--- config.mk ---
export PLATFORM = sky130hd
export DESIGN_NAME = wdt_reset_supervisor
export DESIGN_NICKNAME = d
export VERILOG_FILES = /design/src/rtl/wdt_pkg.sv /design/src/rtl/wdt_timeout_timer.sv /design/src/rtl/wdt_sel_ctrl.sv /design/src/rtl/wdt_rst_stretch.sv /design/src/rtl/wdt_reset_supervisor.sv
export SDC_FILE = /design/constraint.sdc
export NUM_CORES = 1
export LEC_CHECK = 0
export BUFFER_PORTS_ARGS = -buffer_cell sky130_fd_sc_hd__buf_2
export CAP_MARGIN = 20
export CORE_ASPECT_RATIO = 2
export CORE_UTILIZATION = 25
export CTS_BUF_LIST = sky130_fd_sc_hd__clkbuf_8 sky130_fd_sc_hd__clkbuf_16
export DETAILED_ROUTE_END_ITERATION = 8
export RECOVER_POWER = 25
export SETUP_SLACK_MARGIN = 0.05
export SYNTH_ARGS = -nofsm -noshare
export SYNTH_HDL_FRONTEND = slang
export SYNTH_SLANG_ARGS = --single-unit
--- constraint.sdc ---
create_clock -name clk -period 4.59 [get_ports clk]
set_clock_uncertainty 0.15 [all_clocks]
set_input_delay 0.459 -clock clk [delete_from_list [all_inputs] [get_ports clk]]
set_output_delay 0.459 -clock clk [all_outputs]
set_load 0.05 [all_outputs]
--- src/rtl/wdt_pkg.sv ---
package wdt_pkg;
  typedef struct packed {
    logic sel_change;
    logic wd_expire;
  } trig_t;

  function automatic logic trig_any(input trig_t t);
    return t.sel_change | t.wd_expire;
  endfunction
endpackage

--- src/rtl/wdt_timeout_timer.sv ---
module wdt_timeout_timer #(
  parameter int CNT_W    = 8,
  parameter int CNT_INIT = 16
) (
  input  logic             clk,
  input  logic             rst_n,
  input  logic             sec_tick,
  input  logic             wd_en,
  input  logic             tmo_wr,
  input  logic [CNT_W-1:0] tmo_wdata,
  output logic             expire
);
  localparam logic [CNT_W-1:0] INIT_V = CNT_W'(CNT_INIT);

  logic [CNT_W-1:0] tmo_q;
  logic [CNT_W-1:0] timer_q;
  logic [CNT_W-1:0] timer_d;

  function automatic logic [CNT_W-1:0] step(input logic [CNT_W-1:0] t,
                                            input logic tick);
    return (tick && t != '0) ? t - 1'b1 : t;
  endfunction

  always_comb begin
    if (tmo_wr)      timer_d = tmo_wdata;
    else if (!wd_en) timer_d = tmo_q;
    else             timer_d = step(timer_q, sec_tick);
  end

  assign expire = wd_en && !tmo_wr && sec_tick && (timer_q == CNT_W'(1));

  always_ff @(posedge clk or negedge rst_n) begin
    if (!rst_n) begin
      tmo_q   <= INIT_V;
      timer_q <= INIT_V;
    end else begin
      if (tmo_wr) tmo_q <= tmo_wdata;
      timer_q <= timer_d;
    end
  end
endmodule

--- src/rtl/wdt_sel_ctrl.sv ---
module wdt_sel_ctrl #(
  parameter int SEL_W = 4
) (
  input  logic             clk,
  input  logic             rst_n,
  input  logic             src_prog,
  input  logic [SEL_W-1:0] pin_sel,
  input  logic [SEL_W-1:0] prog_sel,
  input  logic [SEL_W-1:0] safe_sel,
  input  logic             expire,
  input  logic             stat_clr,
  output logic [SEL_W-1:0] eff_sel,
  output logic             wd_status,
  output logic             sel_change
);
  logic             status_d;
  logic [SEL_W-1:0] eff_d;

  function automatic logic [SEL_W-1:0] pick(input logic tripped,
                                            input logic use_prog,
                                            input logic [SEL_W-1:0] p_pin,
                                            input logic [SEL_W-1:0] p_prog,
                                            input logic [SEL_W-1:0] p_safe);
    if (tripped)  return p_safe;
    if (use_prog) return p_prog;
    return p_pin;
  endfunction

  assign status_d   = expire | (wd_status & ~stat_clr);
  assign eff_d      = pick(status_d, src_prog, pin_sel, prog_sel, safe_sel);
  assign sel_change = (eff_d != eff_sel);

  always_ff @(posedge clk or negedge rst_n) begin
    if (!rst_n) begin
      wd_status <= 1'b0;
      eff_sel   <= '0;
    end else begin
      wd_status <= status_d;
      eff_sel   <= eff_d;
    end
  end
endmodule

--- src/rtl/wdt_rst_stretch.sv ---
module wdt_rst_stretch
  import wdt_pkg::*;
#(
  parameter int RST_CYCLES = 1024
) (
  input  logic  clk,
  input  logic  rst_n,
  input  trig_t trig,
  output logic  sys_rst_n
);
  localparam int CW = $clog2(RST_CYCLES + 1);
  localparam logic [CW-1:0] LOAD_V = CW'(RST_CYCLES);

  logic [CW-1:0] left_q;

  always_ff @(posedge clk or negedge rst_n) begin
    if (!rst_n)               left_q <= LOAD_V;
    else if (trig_any(trig))  left_q <= LOAD_V;
    else if (left_q != '0)    left_q <= left_q - 1'b1;
  end

  assign sys_rst_n = (left_q == '0);
endmodule

--- src/rtl/wdt_reset_supervisor.sv ---
module wdt_reset_supervisor
  import wdt_pkg::*;
#(
  parameter int SEL_W      = 4,
  parameter int CNT_W      = 8,
  parameter int CNT_INIT   = 16,
  parameter int RST_CYCLES = 1024
) (
  input  logic             clk,
  input  logic             rst_n,
  input  logic             sec_tick,
  input  logic             tmo_wr,
  input  logic [CNT_W-1:0] tmo_wdata,
  input  logic             wd_en,
  input  logic             stat_clr,
  input  logic [SEL_W-1:0] safe_sel,
  input  logic             src_prog,
  input  logic [SEL_W-1:0] pin_sel,
  input  logic [SEL_W-1:0] prog_sel,
  output logic             sys_rst_n,
  output logic             wd_status,
  output logic [SEL_W-1:0] eff_sel
);
  logic  expire_evt;
  logic  change_evt;
  trig_t trig;

  wdt_timeout_timer #(.CNT_W(CNT_W), .CNT_INIT(CNT_INIT)) u_timer (
    .clk(clk), .rst_n(rst_n), .sec_tick(sec_tick), .wd_en(wd_en),
    .tmo_wr(tmo_wr), .tmo_wdata(tmo_wdata), .expire(expire_evt)
  );

  wdt_sel_ctrl #(.SEL_W(SEL_W)) u_sel (
    .clk(clk), .rst_n(rst_n), .src_prog(src_prog), .pin_sel(pin_sel),
    .prog_sel(prog_sel), .safe_sel(safe_sel), .expire(expire_evt),
    .stat_clr(stat_clr), .eff_sel(eff_sel), .wd_status(wd_status),
    .sel_change(change_evt)
  );

  assign trig.sel_change = change_evt;
  assign trig.wd_expire  = expire_evt;

  wdt_rst_stretch #(.RST_CYCLES(RST_CYCLES)) u_stretch (
    .clk(clk), .rst_n(rst_n), .trig(trig), .sys_rst_n(sys_rst_n)
  );
endmodule

* After elaboration in Yosys (flattened, before gate mapping) *
Index checks and enable logic that the tools add are counted.

operators by class
  bitwise logic cells = 4
  eq/ne operators = 3
  reductions and logical operators = 9
  add/sub/neg operators = 2
  multiplexer cells = 12

operator list
  cell                                                                  number
  8-bit 2-to-1 mux                                                      3
  11-bit 2-to-1 mux                                                     2
  4-bit 2-to-1 mux                                                      4
  11-bit logical NOT                                                    1
  11-bit nonzero test                                                   1
  11-bit by 1-bit subtractor with 11-bit output, second input constant  1
  8-bit by 1-bit == test with 1-bit output, second input constant       1
  8-bit nonzero test                                                    1
  8-bit by 1-bit subtractor with 8-bit output, second input constant    1
  1-bit logical AND                                                     4
  4-bit != test                                                         1
  1-bit 2-to-1 mux                                                      3
  3-bit by 2-bit != test with 1-bit output, second input constant       1
  1-bit bitwise OR                                                      2
  2-bit nonzero test                                                    1
  1-bit bitwise AND                                                     1
  1-bit logical NOT                                                     1
  1-bit inverter                                                        1

word-level totals
  logic and storage cells = 35
  output and inout bits = 6
  input bits = 27
  bits in registers = 32

* Depth between registers and ports, before layout *
  word-level depth = 12
  gate-level depth with buffers = 7
  gate-level depth less buffers = 6

* Cells and area by module *
Synthesis repeated with hierarchy kept, for this count alone.

unflattened totals
  cell total of the unflattened synthesis = 191
  area, all modules = 1821.7 um^2

by module, submodules not included
  module             area each (um^2)  cells each  sequential area each (um^2)  instances
  wdt_timeout_timer  928.4             98          402.9                        1
  wdt_rst_stretch    575.6             57          276.5                        1
  wdt_sel_ctrl       317.8             36          125.1                        1

* Worst setup path after synthesis *
Ideal clock, no wire load.

  path kind = flip-flop to flip-flop
  start point = register u_stretch.left_q[0]
  end point = register u_stretch.left_q[7]
  setup slack = 2.277 ns
  library setup time = 0.111 ns
  stages on the path, launching flop included = 8
  required time = 4.329 ns
  buffers on the path = 1
  clock period less this slack = 2.313 ns
  arrival time = 2.052 ns
  cells stage by stage = dfrtp_1 > inv_1 > ha_1 > nor4b_1 > and3_1 > buf_2 > or4b_1 > a2111oi_2

on the way
  word-level cells in the longest chain between the ends = 3
  elaborated cells on any way between the ends = 5
  classes of those cells = add/sub (1); mux (2); reduce/logical (2)

RTL lines
  what                                           RTL line               RTL
  start: declaration                             wdt_rst_stretch.sv:14  logic [CW-1:0] left_q;
  start signal: assignment                       wdt_rst_stretch.sv:19  else if (left_q != '0) left_q <= left_q - 1'b1;
  11-bit by 1-bit subtractor with 11-bit output  wdt_rst_stretch.sv:19
  11-bit 2-to-1 mux                              wdt_rst_stretch.sv:19
  11-bit 2-to-1 mux                              wdt_rst_stretch.sv:18  else if (trig_any(trig)) left_q <= LOAD_V;

Parallel ways exist; a longest one is shown, timed or not. The select of a mux whose other input is x is not followed.
A chain may end at the register's enable or synchronous reset.

* Worst setup path after layout *
  start point = register u_stretch.left_q[0]
  end point = output port sys_rst_n

on the way
  word-level cells in the longest chain between the ends = 1

RTL lines
  what                RTL line                    RTL
  11-bit logical NOT  wdt_rst_stretch.sv:22       assign sys_rst_n = (left_q == '0);
  end: declaration    wdt_reset_supervisor.sv:20  output logic sys_rst_n,

Every way passes these cells.

==> metrics.txt <==
crit path max fanout=9; Post-route DRC=0; relative slew slack=-16.54%; Avg Cell Area, Syn=9.719 um2; initial DRC count=38; CP Capture Type=output port; Max Used Layer=met4; routability congestion estimate=0.8031; drt total wl=4343 um; Worst R2R Setup Slack=between 2 and 2.5 ns; reg2reg end=u_stretch.left_q[2]; fin crit share=59.50%; antenna violations before repair=0; Final Setup Violations=0; Peak VDD IR=between 0.15 and 0.2 mV; Crit Path Class=reg2out; GRT Total Usage=11.84%; largest net degree at the start of global routing=33; unrepaired setup endpoints after global routing=no; Multi-input gate area=0.001008 mm2; CP Data Required Time=roughly 4.0 ns; status=complete, but fails checks; Final HPWL DP=3379 um; setup ws final=1.859 ns; worst hold slack=0.2468 ns; sequential element share of the synthesized area=42.67%; Critical Path Source Type=flop; # rows=44; drt first pass iters=6; failing checks=capacitance limit, slew limit; Via density=4.934; CTS tree=done; maxcap violations=1; Worst R2R Start=u_stretch.left_q[0]; worst skew pair latency=roughly 0.27 ns; synth warn=0; clk slew on worst S/H paths=~0.050 ns; Cell Pwr Density=383.1 mW/mm2; most frequent cells in the layout=buf_2 (30), dfrtp_1 (29), o21ai_0 (17); Place WS=2.152 ns; routed via count=1574; layout cell share with drive strength beyond 1=24.67%; Final #Nets=257; post-CTS resize count=0; Mapped Cells=194; count of different cell masters after synthesis=47; Met2 Wirelength=2567 um; Wirelength per Cell=~14 um; vias in the first global route=about 1600; worst-case clock buffer depth=2; port bufs=32; asr flop ratio synth=100.0%; fillers=794; grt ovf=0; Initial Utilization=25.95%; Hold Crit Endpoint=u_timer.tmo_q[7]; die width=63.41 um; Hold Path Depth=3; Setup Buffers After CTS=0; hold_sp=tmo_wdata[7]; TNS Setup=0 ns; H-tree levels=2; Post-Syn Area=about 0.0019 mm2; metal3 WL=109 um; reg2reg path depth=6; Inserted Clock Buffers=5; HP Class=in2reg; Hold Buf Count CTS=0; commonest non-fill, non-tap cell in the layout=buf_2; synthesized flop and latch total=32; ant diodes=0; CTS root buffer=clkbuf_16; area delta synth->final=21.70%; Post-synth EDFFs=0; first-pass GRT wire length=about 7300 um; metal1 wirelength=1557 um; Final ANT Viol Nets=0; Reg area=804.5 um2; Synth Net Count=225; Final Hold Viols=0; Slew Limit Fails=33; Clock Sinks=32; Worst Tran Pin Value=about 1.7 ns; Die Area=between 0.007 and 0.008 mm2; WP data arrival=2.12 ns; top_reg_cell synth=dfrtp_1; final worst path period need=2.731 ns; Core ar.=roughly 0.0073 mm2; leak pwr=between 1 and 1.5 nW; FMAX=366.2 MHz; Die Y=about 120 um; Top Ports=33
==> registers in the layout (all words and copies together) (netlist names) <==
name              count
u_sel.wd_status       1
u_timer.tmo_q         8
u_stretch.left_q     11
u_sel.eff_sel         4
u_timer.timer_q       8
==> critical path, cell delays in order (launching register included) <==
cell and delay (ns):
dfrtp_1 0.40, inv_1 0.11, ha_1 0.17, nor4b_1 0.42
and3_1 0.42, buf_2 0.33
==> power by group <==
group          switching (W)  total [W]  internal [W]  leakage, nW
combinational       0.000108   0.000197     0.0000897        0.548
sequential         0.0000296   0.000342      0.000312        0.399
clock               0.000112   0.000340      0.000228       0.0813
==> logic make-up after synthesis <==
| family | synth area share (%) |
|---|---|
| xor gates and xnor gates | 4.181 |
| adders and majority gates | 2.654 |
| buffers and inverters | 3.849 |
| DFF | 42.67 |
| muxes | 8.494 |
| and+or+nand+nor | 20.24 |
| AOI/OAI and AO/OA | 17.92 |
==> stage by stage <==
stage / utilization (%) / total power, W / area, um2 / instances
global placement: 29.36 / 0.0005414 / 2133 / 310
global route: 31.58 / 0.0009283 / 2295 / 319
finish: 31.58 / 0.0008791 / 2295 / 319
CTS: 31.61 / 0.0008916 / 2297 / 319
detailed placement: 29.46 / 0.0005461 / 2141 / 311
floorplan: - / 0.0004878 / 1886 / 194
==> layout make-up <==
| cell class | instances | share of cell area, % |
|---|---|---|
| clock buffers | 7 | 6.652 |
| clock inverters | 1 | 0.1636 |
| inverters | 10 | 1.636 |
| multi-input cells | 143 | 43.95 |
| flip-flops and latches | 32 | 35.06 |
| well taps | 92 | 5.016 |
| repair buffers | 34 | 7.525 |
==> routing by layer <==
metal  up-vias  global-route usage, %
met2        20                  23.72
met1       761                  10.49
met3         7                  2.289
met5         -                      0
li1        786                      -
met4         0                  5.882
==> worst max path at each step <==
stage	from	endpoint	slack, ns	depth (start not counted)
2_1_floorplan	u_stretch.left_q[0]	u_stretch.left_q[7]	2.28	7
3_3_place_gp	src_prog	u_stretch.left_q[5]	2.15	5
3_5_place_dp	u_stretch.left_q[0]	sys_rst_n	2.15	5
4_1_cts	u_stretch.left_q[0]	sys_rst_n	1.85	5
5_1_grt	u_stretch.left_q[0]	sys_rst_n	1.75	5
6_report	u_stretch.left_q[0]	sys_rst_n	1.86	5
==> cell usage after synthesis, types with 4 or more instances <==
cell,instances,share of area (%)
ha_1,4,2.7
nor3_1,4,1.1
nand3_1,4,1.1
nand2_1,14,2.8
mux2_2,8,4.8
a21oi_1,4,1.1
inv_1,10,2.0
a2111oi_0,4,1.9
nor2_1,13,2.6
or3_1,4,1.3
nor4_1,8,2.7
xor2_1,7,3.3
mux2i_1,7,3.7
o21ai_0,17,4.5
a31oi_1,5,1.7
clkbuf_1,7,1.4
dfrtp_1,29,38
Power figures use the tool's default switching activity.
